File: src/rtl/esb_pkg.sv
package esb_pkg;

  localparam int unsigned DATA_W     = 64;
  localparam int unsigned WORD_BYTES = DATA_W / 8;

  typedef logic [1:0] pq_t;

  localparam pq_t PQ_00 = 2'b00;
  localparam pq_t PQ_01 = 2'b01;
  localparam pq_t PQ_10 = 2'b10;
  localparam pq_t PQ_11 = 2'b11;

  typedef enum logic [1:0] {
    OP_EOI = 2'd0,
    OP_GET = 2'd1,
    OP_SET = 2'd2
  } op_e;

  typedef struct packed {
    pq_t  nxt;
    logic flag;
  } pq_res_t;

  // event arrival: only the idle code forwards
  function automatic pq_res_t pq_trigger(input pq_t cur);
    pq_res_t r;
    unique case (cur)
      PQ_00:   begin r.nxt = PQ_10; r.flag = 1'b1; end
      PQ_01:   begin r.nxt = PQ_01; r.flag = 1'b0; end
      default: begin r.nxt = PQ_11; r.flag = 1'b0; end
    endcase
    return r;
  endfunction

  // end of interrupt: a queued event asks for a replay
  function automatic pq_res_t pq_eoi(input pq_t cur);
    pq_res_t r;
    unique case (cur)
      PQ_01:   begin r.nxt = PQ_01; r.flag = 1'b0; end
      PQ_11:   begin r.nxt = PQ_10; r.flag = 1'b1; end
      default: begin r.nxt = PQ_00; r.flag = 1'b0; end
    endcase
    return r;
  endfunction

  function automatic logic [DATA_W-1:0] to_big_endian(input logic [DATA_W-1:0] v);
    logic [DATA_W-1:0] s;
    for (int b = 0; b < int'(WORD_BYTES); b++) begin
      s[8*b +: 8] = v[8*(int'(WORD_BYTES)-1-b) +: 8];
    end
    return s;
  endfunction

endpackage

File: src/rtl/esb_decode.sv
module esb_decode
  import esb_pkg::*;
#(
  parameter int unsigned SHIFT  = 12,
  parameter int unsigned N_DESC = 4,
  parameter int unsigned ADDR_W = 32,
  parameter int unsigned IDX_W  = 2
) (
  input  logic [ADDR_W-1:0] addr,
  output logic [IDX_W-1:0]  idx,
  output logic              in_range,
  output logic              odd_page,
  output op_e               op,
  output pq_t               set_val
);

  localparam int unsigned OFF_W = 12;

  logic [ADDR_W-1:0] slot;
  logic [OFF_W-1:0]  off;

  assign slot     = addr >> (SHIFT + 1);
  assign in_range = (slot < ADDR_W'(N_DESC));
  assign idx      = slot[IDX_W-1:0];
  assign odd_page = addr[SHIFT];
  assign off      = addr[OFF_W-1:0];
  assign set_val  = off[9:8];

  always_comb begin
    if (!off[11])             op = OP_EOI;
    else if (off[10:10] == 1'b0) op = OP_GET;
    else                      op = OP_SET;
  end

endmodule

File: src/rtl/esb_state_array.sv
module esb_state_array
  import esb_pkg::*;
#(
  parameter int unsigned N_DESC = 4
) (
  input  logic                clk,
  input  logic                rst_n,
  input  logic [N_DESC-1:0]   n_we,
  input  logic [2*N_DESC-1:0] n_wd,
  input  logic [N_DESC-1:0]   e_we,
  input  logic [2*N_DESC-1:0] e_wd,
  output logic [2*N_DESC-1:0] n_q,
  output logic [2*N_DESC-1:0] e_q
);

  for (genvar d = 0; d < int'(N_DESC); d++) begin : g_desc
    pq_t n_r;
    pq_t e_r;

    always_ff @(posedge clk or negedge rst_n) begin
      if (!rst_n) begin
        n_r <= PQ_00;
      end else if (n_we[d]) begin
        n_r <= n_wd[2*d +: 2];
      end
    end

    always_ff @(posedge clk or negedge rst_n) begin
      if (!rst_n) begin
        e_r <= PQ_00;
      end else if (e_we[d]) begin
        e_r <= e_wd[2*d +: 2];
      end
    end

    assign n_q[2*d +: 2] = n_r;
    assign e_q[2*d +: 2] = e_r;
  end

endmodule

File: src/rtl/esb_mmio_ctrl.sv
module esb_mmio_ctrl
  import esb_pkg::*;
#(
  parameter int unsigned SHIFT  = 12,
  parameter int unsigned N_DESC = 4,
  parameter int unsigned ADDR_W = 32,
  localparam int unsigned IDX_W = (N_DESC > 1) ? $clog2(N_DESC) : 1
) (
  input  logic              clk,
  input  logic              rst_n,
  input  logic [N_DESC-1:0] desc_valid,
  input  logic [N_DESC-1:0] desc_ucond,
  input  logic              req_valid,
  input  logic              req_write,
  input  logic [ADDR_W-1:0] req_addr,
  input  logic [3:0]        req_size,
  output logic              rsp_valid,
  output logic [63:0]       rsp_data,
  output logic              rsp_err,
  input  logic              trig_valid,
  input  logic [IDX_W-1:0]  trig_idx,
  output logic              notify_out,
  output logic [IDX_W-1:0]  notify_idx
);

  if ((SHIFT != 12) && (SHIFT != 16)) begin : g_bad_shift
    $error("esb_mmio_ctrl: SHIFT must be 12 or 16");
  end
  if (N_DESC < 1) begin : g_bad_count
    $error("esb_mmio_ctrl: N_DESC must be at least 1");
  end
  if (ADDR_W < SHIFT + 1 + IDX_W) begin : g_bad_addr
    $error("esb_mmio_ctrl: ADDR_W too narrow for the window");
  end

  localparam logic [3:0] ACCESS_BYTES = 4'(WORD_BYTES);

  // decode
  logic [IDX_W-1:0] d_idx;
  logic             d_in;
  logic             d_odd;
  op_e              d_op;
  pq_t              d_setv;

  esb_decode #(
    .SHIFT (SHIFT),
    .N_DESC(N_DESC),
    .ADDR_W(ADDR_W),
    .IDX_W (IDX_W)
  ) i_decode (
    .addr    (req_addr),
    .idx     (d_idx),
    .in_range(d_in),
    .odd_page(d_odd),
    .op      (d_op),
    .set_val (d_setv)
  );

  // state array
  logic [N_DESC-1:0]   n_we;
  logic [N_DESC-1:0]   e_we;
  logic [2*N_DESC-1:0] n_wd;
  logic [2*N_DESC-1:0] e_wd;
  logic [2*N_DESC-1:0] npq_all;
  logic [2*N_DESC-1:0] epq_all;

  esb_state_array #(
    .N_DESC(N_DESC)
  ) i_state (
    .clk  (clk),
    .rst_n(rst_n),
    .n_we (n_we),
    .n_wd (n_wd),
    .e_we (e_we),
    .e_wd (e_wd),
    .n_q  (npq_all),
    .e_q  (epq_all)
  );

  // load acceptance and operation
  logic              sel_valid;
  logic              acc;
  pq_t               cur_pq;
  pq_t               mm_new;
  logic [DATA_W-1:0] mm_val;
  pq_res_t           eoi_res;

  always_comb begin
    sel_valid = 1'b0;
    cur_pq    = PQ_00;
    if (d_in) begin
      sel_valid = desc_valid[d_idx];
      cur_pq    = d_odd ? epq_all[2*d_idx +: 2] : npq_all[2*d_idx +: 2];
    end
  end

  assign acc     = req_valid && !req_write && (req_size == ACCESS_BYTES) && d_in && sel_valid;
  assign eoi_res = pq_eoi(cur_pq);

  always_comb begin
    unique case (d_op)
      OP_EOI: begin
        mm_new = eoi_res.nxt;
        mm_val = DATA_W'(eoi_res.flag);
      end
      OP_GET: begin
        mm_new = cur_pq;
        mm_val = DATA_W'(cur_pq);
      end
      default: begin
        mm_new = d_setv;
        mm_val = DATA_W'(cur_pq);
      end
    endcase
  end

  // trigger acceptance
  logic t_ok;
  always_comb begin
    t_ok = 1'b0;
    if (trig_valid && (int'(trig_idx) < int'(N_DESC))) begin
      t_ok = desc_valid[trig_idx];
    end
  end

  // per-descriptor next state: load first, then trigger
  logic [N_DESC-1:0] t_flag;

  for (genvar d = 0; d < int'(N_DESC); d++) begin : g_next
    pq_t     n_cur;
    pq_t     e_cur;
    pq_t     n_mid;
    pq_t     n_nxt;
    pq_t     e_nxt;
    pq_res_t tr;
    logic    mm_hit;
    logic    t_hit;

    assign n_cur  = npq_all[2*d +: 2];
    assign e_cur  = epq_all[2*d +: 2];
    assign mm_hit = acc && (d_idx == IDX_W'(d));
    assign t_hit  = t_ok && (trig_idx == IDX_W'(d));

    always_comb begin
      n_mid = (mm_hit && !d_odd) ? mm_new : n_cur;
      e_nxt = (mm_hit &&  d_odd) ? mm_new : e_cur;
      tr    = pq_trigger(n_mid);
      n_nxt = (t_hit && !desc_ucond[d]) ? tr.nxt : n_mid;
    end

    assign n_we[d]         = (n_nxt != n_cur);
    assign e_we[d]         = (e_nxt != e_cur);
    assign n_wd[2*d +: 2]  = n_nxt;
    assign e_wd[2*d +: 2]  = e_nxt;
    assign t_flag[d]       = t_hit && (desc_ucond[d] || tr.flag);
  end

  // response and notify next state
  logic              rsp_valid_d;
  logic              rsp_err_d;
  logic [DATA_W-1:0] rsp_data_d;
  logic              notify_d;

  always_comb begin
    rsp_valid_d = req_valid;
    rsp_err_d   = req_valid && !acc;
    rsp_data_d  = acc ? to_big_endian(mm_val) : '1;
    notify_d    = |t_flag;
  end

  logic              rsp_valid_q;
  logic              rsp_err_q;
  logic [DATA_W-1:0] rsp_data_q;
  logic              notify_q;
  logic [IDX_W-1:0]  notify_idx_q;

  always_ff @(posedge clk or negedge rst_n) begin
    if (!rst_n) begin
      rsp_valid_q <= 1'b0;
      rsp_err_q   <= 1'b0;
      notify_q    <= 1'b0;
    end else begin
      rsp_valid_q <= rsp_valid_d;
      rsp_err_q   <= rsp_err_d;
      notify_q    <= notify_d;
    end
  end

  always_ff @(posedge clk or negedge rst_n) begin
    if (!rst_n) begin
      rsp_data_q <= '0;
    end else if (req_valid) begin
      rsp_data_q <= rsp_data_d;
    end
  end

  always_ff @(posedge clk or negedge rst_n) begin
    if (!rst_n) begin
      notify_idx_q <= '0;
    end else if (trig_valid) begin
      notify_idx_q <= trig_idx;
    end
  end

  assign rsp_valid  = rsp_valid_q;
  assign rsp_err    = rsp_err_q;
  assign rsp_data   = rsp_data_q;
  assign notify_out = notify_q;
  assign notify_idx = notify_idx_q;

endmodule

File: config.mk
export PLATFORM = sky130hd
export DESIGN_NAME = esb_mmio_ctrl
export DESIGN_NICKNAME = d
export VERILOG_FILES = /design/src/rtl/esb_pkg.sv /design/src/rtl/esb_decode.sv /design/src/rtl/esb_state_array.sv /design/src/rtl/esb_mmio_ctrl.sv
export SDC_FILE = /design/constraint.sdc
export NUM_CORES = 1
export LEC_CHECK = 0
export CORE_MARGIN = 2
export CORE_UTILIZATION = 65
export CTS_CLUSTER_DIAMETER = 100
export DETAILED_ROUTE_END_ITERATION = 6
export DONT_BUFFER_PORTS = 1
export GPL_ROUTABILITY_DRIVEN = 0
export PLACE_DENSITY = 0.86
export SYNTH_ARGS = -nofsm -noshare
export SYNTH_HDL_FRONTEND = slang
export SYNTH_HIERARCHICAL = 1
export SYNTH_SLANG_ARGS = --single-unit
File: constraint.sdc
create_clock -name clk -period 2.9 [get_ports clk]
set_input_delay 0.435 -clock clk [delete_from_list [all_inputs] [get_ports clk]]
set_output_delay 0.435 -clock clk [all_outputs]
set_load 0.1 [all_outputs]
* Yosys cells after proc, flatten, opt, wreduce, memory -nomap -nowiden
Cells that the tools add are included.
** Operators by class
- Magnitude comparators :: 3
- Reduce and logical (&&, ||, !) cells :: 48
- Shifts and indexed selects :: 2
- Eq/ne operators :: 22
- Multiplexer cells :: 30
** Operator list (count)
- $mux W64 :: 1
- $mux W2 :: 17
- $pmux W3 S2 :: 5
- $logic_and A1 B1 Y1 :: 29
- $lt A19 B3 Y1 const B :: 1
- $eq A2 B1 Y1 const B :: 8
- $ne A2 B2 Y1 :: 8
- $shiftx A8 B4 Y2 :: 2
- $logic_not A2 Y1 :: 7
- $eq A2 B2 Y1 const B :: 5
- $logic_not A1 Y1 :: 7
- $lt A2 B3 Y1 const B :: 2
- $bmux W1 S2 :: 2
- $eq A4 B4 Y1 const B :: 1
- $logic_or A1 B1 Y1 :: 4
- $mux W1 :: 4
- $pmux W2 S2 :: 1
- $reduce_or A4 Y1 :: 1
** Word-level totals
- Flip-flop bits (word level) :: 85
- Bits of input ports :: 51

* Depth between registers and ports, before layout
Gate-level depths: netlist of the first run.
- Depth in word-level cells :: 13
- Depth in mapped cells :: 12
- Gate-level depth less buffers :: 11

* Modules after synthesis
The synthesis of the first run kept the hierarchy.
** By module, submodules not included
- esb_mmio_ctrl :: cells an instance 234, area each 1811.7 um^2, instances 1, seq. area each 200.2 um^2
- esb_state_array :: cells an instance 32, area each 633.1 um^2, instances 1, seq. area each 400.4 um^2
- esb_decode :: cells an instance 13, area each 91.3 um^2, instances 1, seq. area each 0.0 um^2

* Least setup slack after synthesis of the first run
OpenSTA, ideal clock, no wires.
- Path kind :: input to register
- From :: in req_addr[23]
- To :: reg i_state.g_desc[0].n_r[1]
- Cell stages on the path :: 11
- Buffers on the path :: 0
- Required time :: 2775 ps
- Data arrival time :: 2880 ps
- Setup slack :: -105 ps
- Cell sequence :: nor4_1 -> nand4_1 -> nor4_2 -> and3_1 -> nand3_1 -> nor4_1 -> o22ai_2 -> nor2b_1 -> a21o_1 -> a32oi_1 -> mux2_4
** Between the ends
- Word-level cells in the longest chain between the ends :: 10
- Elaborated cells on any way between the ends :: 17
** RTL lines
- start: declaration :: RTL line esb_mmio_ctrl.sv:15 : input logic [ADDR_W-1:0] req_addr,
- $lt A19 B3 Y1 (*) :: RTL line esb_decode.sv:23 : assign in_range = (slot < ADDR_W'(N_DESC));
- via d_in :: RTL line esb_mmio_ctrl.sv:40 : logic d_in;
- $mux W2 (tied with other cells) :: RTL line esb_mmio_ctrl.sv:91 : if (d_in) begin
- $eq A2 B2 Y1 (tied with other cells) :: RTL line esb_pkg.sv:38 : unique case (cur)
- $pmux W3 S2 / $logic_and A1 B1 Y1 (equally long branches) :: RTL line esb_pkg.sv:38, esb_mmio_ctrl.sv:141
- $pmux W2 S2 / $logic_and A1 B1 Y1 (equally long branches) :: RTL line esb_mmio_ctrl.sv:101, esb_mmio_ctrl.sv:145
- $mux W2 (*) :: RTL line esb_mmio_ctrl.sv:145 : n_mid = (mm_hit && !d_odd) ? mm_new : n_cur;
- $eq A2 B1 Y1 / $logic_not A2 Y1 (equally long branches) :: RTL line esb_pkg.sv:27 : unique case (cur)
- $pmux W3 S2 :: RTL line esb_pkg.sv:27
- $mux W2 (*) :: RTL line esb_mmio_ctrl.sv:148 : n_nxt = (t_hit && !desc_ucond[d]) ? tr.nxt : n_mid;
- $ne A2 B2 Y1 (*) :: RTL line esb_mmio_ctrl.sv:151 : assign n_we[d] = (n_nxt != n_cur);
- via n_we[0] :: RTL line esb_mmio_ctrl.sv:60 : logic [N_DESC-1:0] n_we;
- end signal: assignment :: RTL line esb_state_array.sv:24 : n_r <= n_wd[2*d +: 2];
- end: declaration :: RTL line esb_state_array.sv:17 : pq_t n_r;
The timed path passes the listed nets; every way through them passes the cells marked *.
A chain may end at the register's enable or synchronous reset.

==> flow_summary.json, run 1 <==
{
  "hold_viol": 0,
  "relSlewSlack_pct": 30.3,
  "fin_crit_ns": 4.82,
  "clk_pin_slew_ns": 0.09,
  "synthArstFlopShare_pct": 100,
  "skew_ns": 0.00737,
  "synthToLayoutAreaGrowth_pct": 4.34,
  "period_share_pct": 166,
  "root_buffer": "clkbuf_8",
  "slew_violations": 0,
  "critPathLaunchType": "register",
  "post_layout_nonfiller_instances": 302,
  "ys.flop_type": "dfrtp_1",
  "avgSynthCellArea_sq_um": 9.09,
  "synth_edf_count": 0,
  "synth_top_cell_area_share_pct": 23.7,
  "p_leak_nw": 1.10,
  "initial_utilization_pct": 68.2,
  "die_h_um": 66.5,
  "ios": 120,
  "cts_buffer_depth": 2,
  "crit_type": "reg2out",
  "cts_sinks": 24,
  "crit_arrival_ns": 4.39,
  "routed_via_density": 6.25,
  "rsz0062_at_grt": "yes",
  "core_sq_um": 3720,
  "cp-end-kind": "output port",
  "maxCapViolCount": 0,
  "drt_iter0_drc": 146,
  "drc": 0,
  "crit_fanout": 34,
  "cts_tree": "done",
  "die_w_um": 66.5,
  "cp.required_ns": 2.47,
  "ys_warn_count": 6,
  "synthesis.area_sq_um": 2540,
  "grt_overflow_total": 0,
  "numPlacedInstances": 295,
  "die_area_sq_um": 4420,
  "fin_util_pct": 71.2,
  "ys_ff_latch": 24,
  "portBuffers": 0,
  "fillers": 272,
  "synth_nets": 330,
  "crit_path_top_delay_cell": "buf_16",
  "cpMostUsedCell": "buf_16",
  "drive_gt1_share_pct": 32.7,
  "path_cells": "buf_16, buf_16, buf_16",
  "clk-insertion-delay-late_ns": 0.27,
  "grt_max_degree": 35,
  "cts_inserted_buffers": 3,
  "timing.final.ws_setup_ns": -1.92,
  "tightest_slew_ns": 1.04,
  "n_antenna_cell": 0,
  "clock.fmax_mhz": 207,
  "critPathBufInv": 3,
  "wirelength_um": 5550,
  "drt_first_pass_iters": 4,
  "dpl.hpwl_um": 4220,
  "wl_per_cell_um": 18.4,
  "synth_area_leaders": "dfrtp_1, buf_4, mux2_4, nor2_1, xnor2_1",
  "min_path_type": "in2reg",
  "num_vias": 1887,
  "final_nets": 306,
  "violations": "setup timing",
  "tns_ns": -73.61,
  "synth_common_cells": "buf_4, dfrtp_1, nor2_1, nand2_1, mux2_4",
  "antenna_found_initial": 0,
  "critical-path-max-stage-delay_ns": 2.21,
  "status": "finished with violations",
  "yosysUniqueCellTypes": 55,
  "grt_pass1_wl_um": 9060,
  "netlist_instances": 279,
  "yosysTopAreaCell": "dfrtp_1",
  "cpLargestDelayFamily": "buffers and inverters",
  "grt_pass1_vias": 1990,
  "fp-row-count": 22,
  "cts_max_level": 1,
  "grt_usage_pct": 26.6,
  "power_mw": 0.873,
  "drtAntennaViolNets": 0,
  "multi_input_area_sq_um": 1420,
  "vdd_drop_max_v": 0.000358,
  "synth.most_common_cell": "buf_4",
  "pwr_density_cell_nw_per_um2": 330,
  "synth-seq-area-share_pct": 23.7,
  "setup_viol_count_final": 47,
  "seqCellArea_sq_um": 604
}
cells in the final DEF (no fill, tap or decap), drive strengths merged, types with 2 or more instances in the layout:
master	n
o22ai	4
or3	3
o21ai	7
mux2	20
mux4	5
nand3	5
and3	2
a31oi	6
xnor2	10
a21o	4
buf	42
o21bai	2
clkbuf	4
nand2	18
nand4b	3
nor2	24
and2	2
a21oi	12
nand2b	5
a32oi	2
nor3	9
nor4	6
o211ai	3
mux2i	2
a21boi	4
nand4	3
o31ai	3
nor2b	3
inv	4
a211oi	2
xor2	2
dfrtp	24
area by class of cell:
cell class,instances,area share [%]
tap,48,2.27
clock buffer,4,1.70
multi-input combinational,179,53.5
sequential,24,22.8
timing repair buffer,43,19.1
inverter,4,0.567
stage by stage:
stage / cell area (sq um) / setup slack, ns / hold slack (ns)
2_1_floorplan: 2540 / 0.0152 / 0.139
3_3_place_gp: 2440 / -1.99 / 0.140
3_5_place_dp: 2440 / -2.01 / 0.140
4_1_cts: 2580 / -1.90 / 0.186
5_1_grt: 2650 / -1.96 / 0.172
6_report: 2650 / -1.92 / 0.191
cell families after synthesis:
logic type	Yosys count	synth area share [%]
AND/OR/NAND/NOR	87	17.9
buffers and inverters	76	21.7
AO/OA/AOI/OAI	53	16.0
multiplexers	27	16.6
flip-flops	24	23.7
XOR/XNOR	12	4.14
sequential cells by signal, summed over array words and instances (netlist names):
signal,flops
i_state/g_desc.e_r,8
i_state/g_desc.n_r,8
rsp_data,3
notify_idx,2
notify_out,1
rsp_err,1
rsp_valid,1
path summary, 6_finish.rpt:
check                      slack, ns                        to                      from  cells after the start
max                            -1.92              rsp_data[14]              rsp_data[62]                      3
max in group asynchronous       2.15              rsp_data[62]                     rst_n                      2
min in group asynchronous       0.58             notify_idx[1]                     rst_n                      2
min                             0.19                 rsp_valid                 req_valid                      0
min reg2reg                     0.59  i_state/g_desc[3].e_r[1]  i_state/g_desc[3].e_r[1]                      1
max reg2reg                     0.13  i_state/g_desc[0].n_r[0]  i_state/g_desc[3].n_r[1]                      8
power by group:
part	internal, mW	leakage [nW]	total (mW)	switching [mW]
combinational	0.134	0.773	0.244	0.110
clock	0.0983	0.0228	0.208	0.110
sequential	0.351	0.308	0.421	0.0696
layer usage:
layer / vias to the layer above / GRT usage (%) / part of all wire (%)
met5: - / 0 / 0
met4: 0 / 5.36 / 0.34
met3: 3 / 2.70 / 7.4
met2: 80 / 48.0 / 52
met1: 917 / 34.4 / 40
li1: 887 / - / -
what timing repair did:
action                                  in CTS  in global routing
hold endpoints to repair                    24                  0
hold buffers                                 2                  0
gates resized for setup                     13                 13
buffers inserted                             1                  0
endpoints found under the setup margin      47                 53
(Power assumes the default switching activity.)
==> inputs of run 2 (changes only) <==
--- a/config.mk
+++ b/config.mk
@@ -5,6 +5,7 @@
 export SDC_FILE = /design/constraint.sdc
 export NUM_CORES = 1
 export LEC_CHECK = 0
+export ABC_CLOCK_PERIOD_IN_PS = 2900
 export CORE_MARGIN = 2
 export CORE_UTILIZATION = 65
 export CTS_CLUSTER_DIAMETER = 100
@@ -12,6 +13,8 @@
 export DONT_BUFFER_PORTS = 1
 export GPL_ROUTABILITY_DRIVEN = 0
 export PLACE_DENSITY = 0.86
+export SETUP_SLACK_MARGIN = 0.1
+export SLEW_MARGIN = 20
 export SYNTH_ARGS = -nofsm -noshare
 export SYNTH_HDL_FRONTEND = slang
 export SYNTH_HIERARCHICAL = 1
==> flow_summary.json, run 2 (synthesis results as in run 1) <==
{
  "status": "finished with violations",
  "violations": "setup timing",
  "vdd_drop_max_v": 0.000321,
  "fin_area_sq_um": 2900,
  "p_leak_nw": 1.19,
  "ios": 120,
  "crit_type": "reg2out",
  "layout_commonest_cell": "buf_4",
  "postPlaceCellArea_sq_um": 2450,
  "critPathLaunchType": "register",
  "num_vias": 1979,
  "setup_viol_count_final": 44,
  "fin_util_pct": 78.0,
  "numPlacedInstances": 291,
  "m1WireLength_um": 2290,
  "startpoint": "rsp_data[62]",
  "routed_via_density": 6.38,
  "grt_pass1_wl_um": 9080,
  "relSlewSlack_pct": 31.8,
  "period_share_pct": 156,
  "hold_ws_ns": 0.177,
  "crit_arrival_ns": 4.09,
  "drtAntennaViolNets": 0,
  "cts_tree": "done",
  "grt_max_degree": 31,
  "cp.required_ns": 2.47,
  "maxUsedRoutingLayer": "met4",
  "pwr_density_cell_nw_per_um2": 329,
  "cts_max_level": 1,
  "cp-end-kind": "output port",
  "hp-start": "req_valid",
  "r2r_start": "i_state/g_desc[3].e_r[0]",
  "rsz0062_at_grt": "yes",
  "drt_first_pass_iters": 4,
  "cts_sinks": 24,
  "drive_gt1_share_pct": 42.0,
  "fp-row-count": 22,
  "dpl.hpwl_um": 4030,
  "clk_pin_slew_ns": 0.09,
  "wirelength_um": 6280,
  "grt_pass1_vias": 1998,
  "cts_buffer_depth": 2,
  "die_h_um": 66.5,
  "skew_ns": 0.00603,
  "dr_wl_met2_um": 3170,
  "drc": 0,
  "dr_wl_met3_um": 609,
  "clock.fmax_mhz": 221,
  "die_area_sq_um": 4420,
  "grt_overflow_total": 0,
  "slew_violations": 0,
  "hold_viol": 0,
  "portBuffers": 0,
  "min_path_type": "in2reg",
  "final_nets": 314,
  "clk-insertion-delay-late_ns": 0.28,
  "post_layout_nonfiller_instances": 310,
  "timing.final.ws_setup_ns": -1.63,
  "tightest_slew_ns": 1.02,
  "synthToLayoutAreaGrowth_pct": 14.3,
  "root_buffer": "clkbuf_8",
  "layout_common_cells": "buf_4, nor2_1, dfrtp_1",
  "antenna_found_initial": 0,
  "cts_inserted_buffers": 3,
  "initial_utilization_pct": 68.2,
  "grt_usage_pct": 27.7,
  "fin_crit_ns": 4.53,
  "die_w_um": 66.5,
  "crit_fanout": 30,
  "wl_per_cell_um": 20.3,
  "core_sq_um": 3720,
  "maxCapViolCount": 0,
  "n_antenna_cell": 0,
  "drt_iter0_drc": 126
}
==> run 2: cell count changes in the layout (fill, tap and decap cells not counted), moves of 3 or more <==
cell     delta
buf_4       +6
nor4_1      -3
dfrtp_1     -3
buf_8       -3
buf_6       +3
dfrtp_2     +3
nor4_4      +3
==> run 2: report_power, final <==
part	leakage [nW]	switching [mW]	internal, mW
clock network	0.0288	0.121	0.122
logic	0.862	0.125	0.161
registers	0.303	0.0723	0.353
==> run 2: metrics by stage <==
step	power, mW	setup WS [ns]	setup TNS [ns]
floorplan	0.615	0.103	0
global placement	0.634	-1.67	-51.64
detailed placement	0.645	-1.63	-51.52
CTS	0.896	-1.63	-51.92
global route	0.994	-1.70	-55.14
finish	0.954	-1.63	-51.74
==> run 2: layout make-up <==
cell class	count	area [sq um]
repair buffers	51	594
well taps	48	60.1
multi-input cells	179	1570
inverters	4	15.0
clock buffers	4	55.1
fillers	214	818
flip-flops and latches	24	608
==> run 2: final timing paths <==
kind,cells after the start,slack [ns],end
worst max-delay path,3,-1.63,rsp_data[14]
worst min-delay path,0,0.18,rsp_valid
worst max register to register,7,0.11,i_state/g_desc[3].e_r[0]
worst min register to register,1,0.60,i_state/g_desc[3].e_r[1]
max in group asynchronous,2,2.17,rsp_data[62]
min in group asynchronous,2,0.57,notify_idx[1]
==> run 2: critical path: stages, from the launching register on <==
cell and delay [ns]:
dfrtp_4 0.45, buf_16 0.78, buf_16 1.97, buf_16 0.49
==> run 2: repair_timing <==
item,4_1_cts,5_1_grt
resized for setup,15,40
hold endpoints to repair,24,0
buffers inserted,2,12
setup endpoints to repair,46,60
hold buffers,2,0
cloned,0,0
pin swaps,0,13
==> run 2: metal layers <==
metal,track usage [%],vias to the layer above
met1,33.8,941
met5,0,-
met2,47.6,114
met3,5.41,24
li1,-,900
met4,11.7,0
==> inputs of run 3 (changes only) <==
--- a/config.mk
+++ b/config.mk
@@ -5,7 +5,7 @@
 export SDC_FILE = /design/constraint.sdc
 export NUM_CORES = 1
 export LEC_CHECK = 0
-export ABC_CLOCK_PERIOD_IN_PS = 2900
+export ABC_CLOCK_PERIOD_IN_PS = 4500
 export CORE_MARGIN = 2
 export CORE_UTILIZATION = 65
 export CTS_CLUSTER_DIAMETER = 100
==> constraint.sdc (replaced) <==
create_clock -name clk -period 4.5 [get_ports clk]
set_input_delay 0.675 -clock clk [delete_from_list [all_inputs] [get_ports clk]]
set_output_delay 0.675 -clock clk [all_outputs]
set_load 0.1 [all_outputs]
==> flow_summary.json, run 3 (synthesis results as in run 1) <==
{
  "slew_violations": 0,
  "clk-insertion-delay-late_ns": 0.27,
  "fin_crit_ns": 5.02,
  "skew_ns": 0.00603,
  "fillers": 302,
  "wl_per_cell_um": 19.0,
  "p_sw_share_pct": 30.1,
  "die_w_um": 66.5,
  "layout_common_cells": "nor2_1, dfrtp_1, nand2_1",
  "grt_usage_pct": 24.7,
  "seq_power_share_pct": 45.6,
  "period_share_pct": 112,
  "core_sq_um": 3720,
  "grt_overflow_total": 0,
  "status": "finished with violations",
  "grt_pass1_wl_um": 8280,
  "cts_inserted_buffers": 3,
  "p_sw_mw": 0.179,
  "rsz0062_at_grt": "yes",
  "antenna_found_initial": 0,
  "initial_utilization_pct": 68.2,
  "tightest_slew_ns": 1.09,
  "hold_ws_ns": 0.0829,
  "cts_tree": "done",
  "fp-row-count": 22,
  "critical-path-max-stage-delay_ns": 2.23,
  "synthToLayoutAreaGrowth_pct": -5.62,
  "wirelength_um": 5180,
  "postCtsSetupRepairBufs": 0,
  "critPathBufInv": 3,
  "intPower_mw": 0.417,
  "cts_sinks": 24,
  "p_leak_nw": 0.957,
  "min_path_type": "in2async",
  "grt_max_degree": 35,
  "grt_pass1_vias": 1771,
  "cts_max_level": 1,
  "clk_pin_slew_ns": 0.09,
  "final_nets": 276,
  "rrSetupSlack_ns": 1.49,
  "drive_gt1_share_pct": 22.8,
  "cpLargestDelayFamily": "buffers and inverters",
  "vdd_drop_max_v": 0.000211,
  "pwr_density_cell_nw_per_um2": 249,
  "fin_util_pct": 64.4,
  "path_cells": "buf_16, buf_16, buf_16",
  "cts_buffer_depth": 2,
  "routed_via_density": 6.54,
  "ios": 120,
  "hold_viol": 0,
  "drc": 0,
  "relSlewSlack_pct": 27.1,
  "num_vias": 1780,
  "crit_path_top_delay_cell": "buf_16",
  "rr_endpoint": "i_state/g_desc[0].n_r[1]",
  "die_area_sq_um": 4420,
  "cp.required_ns": 3.83,
  "p_comb_share_pct": 21.7,
  "timing.final.ws_setup_ns": -0.520,
  "p_clk_share_pct": 32.7,
  "crit_fanout": 34,
  "cp-end-kind": "output port",
  "cpMostUsedCell": "buf_16",
  "crit_type": "reg2out",
  "die_h_um": 66.5,
  "n_antenna_cell": 0,
  "drtAntennaViolNets": 0,
  "r2r_cells": 8,
  "power_mw": 0.596,
  "drt_iter0_drc": 106,
  "critPathLaunchType": "register",
  "drt_first_pass_iters": 4,
  "layout_commonest_cell": "nor2_1",
  "r2r_start": "i_state/g_desc[3].n_r[1]",
  "clock.fmax_mhz": 199,
  "dpl.hpwl_um": 3890,
  "portBuffers": 0,
  "crit_arrival_ns": 4.34,
  "violations": "setup timing",
  "root_buffer": "clkbuf_8",
  "tns_ns": -7.48,
  "setup_viol_count_final": 35,
  "postCtsHoldBufs": 0,
  "maxCapViolCount": 0
}
==> run 3: cell count changes in the layout (fill, tap and decap cells not counted), sizes merged <==
cell | previous run | this run
dlygate4sd3 | 1 | 0
buf | 50 | 13
bufinv | 0 | 1
clkbuf | 4 | 3
==> run 3: worst max path at each step <==
stage            startpoint                        to  slack [ns]  depth (start not counted)
3_3_place_gp   rsp_data[62]               rsp_data[2]       -0.61                          4
6_report       rsp_data[62]              rsp_data[34]       -0.52                          3
2_1_floorplan  req_addr[23]  i_state/g_desc[0].n_r[1]        1.26                         11
3_5_place_dp   rsp_data[62]              rsp_data[47]       -0.62                          4
5_1_grt        rsp_data[62]              rsp_data[52]       -0.57                          3
4_1_cts        rsp_data[62]              rsp_data[34]       -0.51                          3
==> run 3: per-stage QoR <==
stage | setup WS (ns) | cell area [sq um] | std cells
final | -0.520 | 2390 | 272
after global routing | -0.574 | 2390 | 272
after CTS | -0.513 | 2350 | 272
after detailed placement | -0.618 | 2230 | 268
after global placement | -0.606 | 2230 | 268
after floorplan | 1.26 | 2540 | 279
==> run 3: repair_timing <==
item | in CTS | in global routing
endpoints found under the hold margin | 0 | 0
setup endpoints to repair | 46 | 46
gates resized for setup | 10 | 10
==> run 3: layout make-up <==
| cell class | count | area [sq um] | area share (%) |
|---|---|---|---|
| clock buffers | 3 | 41.3 | 1.73 |
| repair buffers | 13 | 258 | 10.8 |
| multi-input cells | 179 | 1390 | 57.9 |
| inverters | 4 | 15.0 | 0.627 |
| clock inverters | 1 | 30.0 | 1.25 |
| flip-flops and latches | 24 | 604 | 25.2 |
| well taps | 48 | 60.1 | 2.51 |
==> run 3: worst register-to-register path, stage by stage, from the launching register on <==
cell      delay [ns]
dfrtp_1         0.47
mux4_1          0.53
mux2i_1         0.25
o211ai_2        0.34
a31oi_2         0.35
nor2b_1         0.11
a21o_1          0.19
a32oi_1         0.32
mux2_4          0.33
==> run 3: routing by layer <==
| layer | track usage (%) | share of wire [%] |
|---|---|---|
| met2 | 42.9 | 50 |
| met1 | 31.4 | 40 |
| met5 | 0 | 0 |
| met4 | 7.40 | 1.2 |
| met3 | 3.89 | 8.6 |
==> run 3: power by group through the flow <==
stage          sequential, mW  clock [mW]  combinational [mW]
5_1_grt                 0.273       0.208               0.141
2_1_floorplan           0.270           0               0.120
6_report                0.272       0.195               0.129
4_1_cts                 0.272       0.196               0.128
3_5_place_dp            0.276           0               0.128
3_3_place_gp            0.275           0               0.122
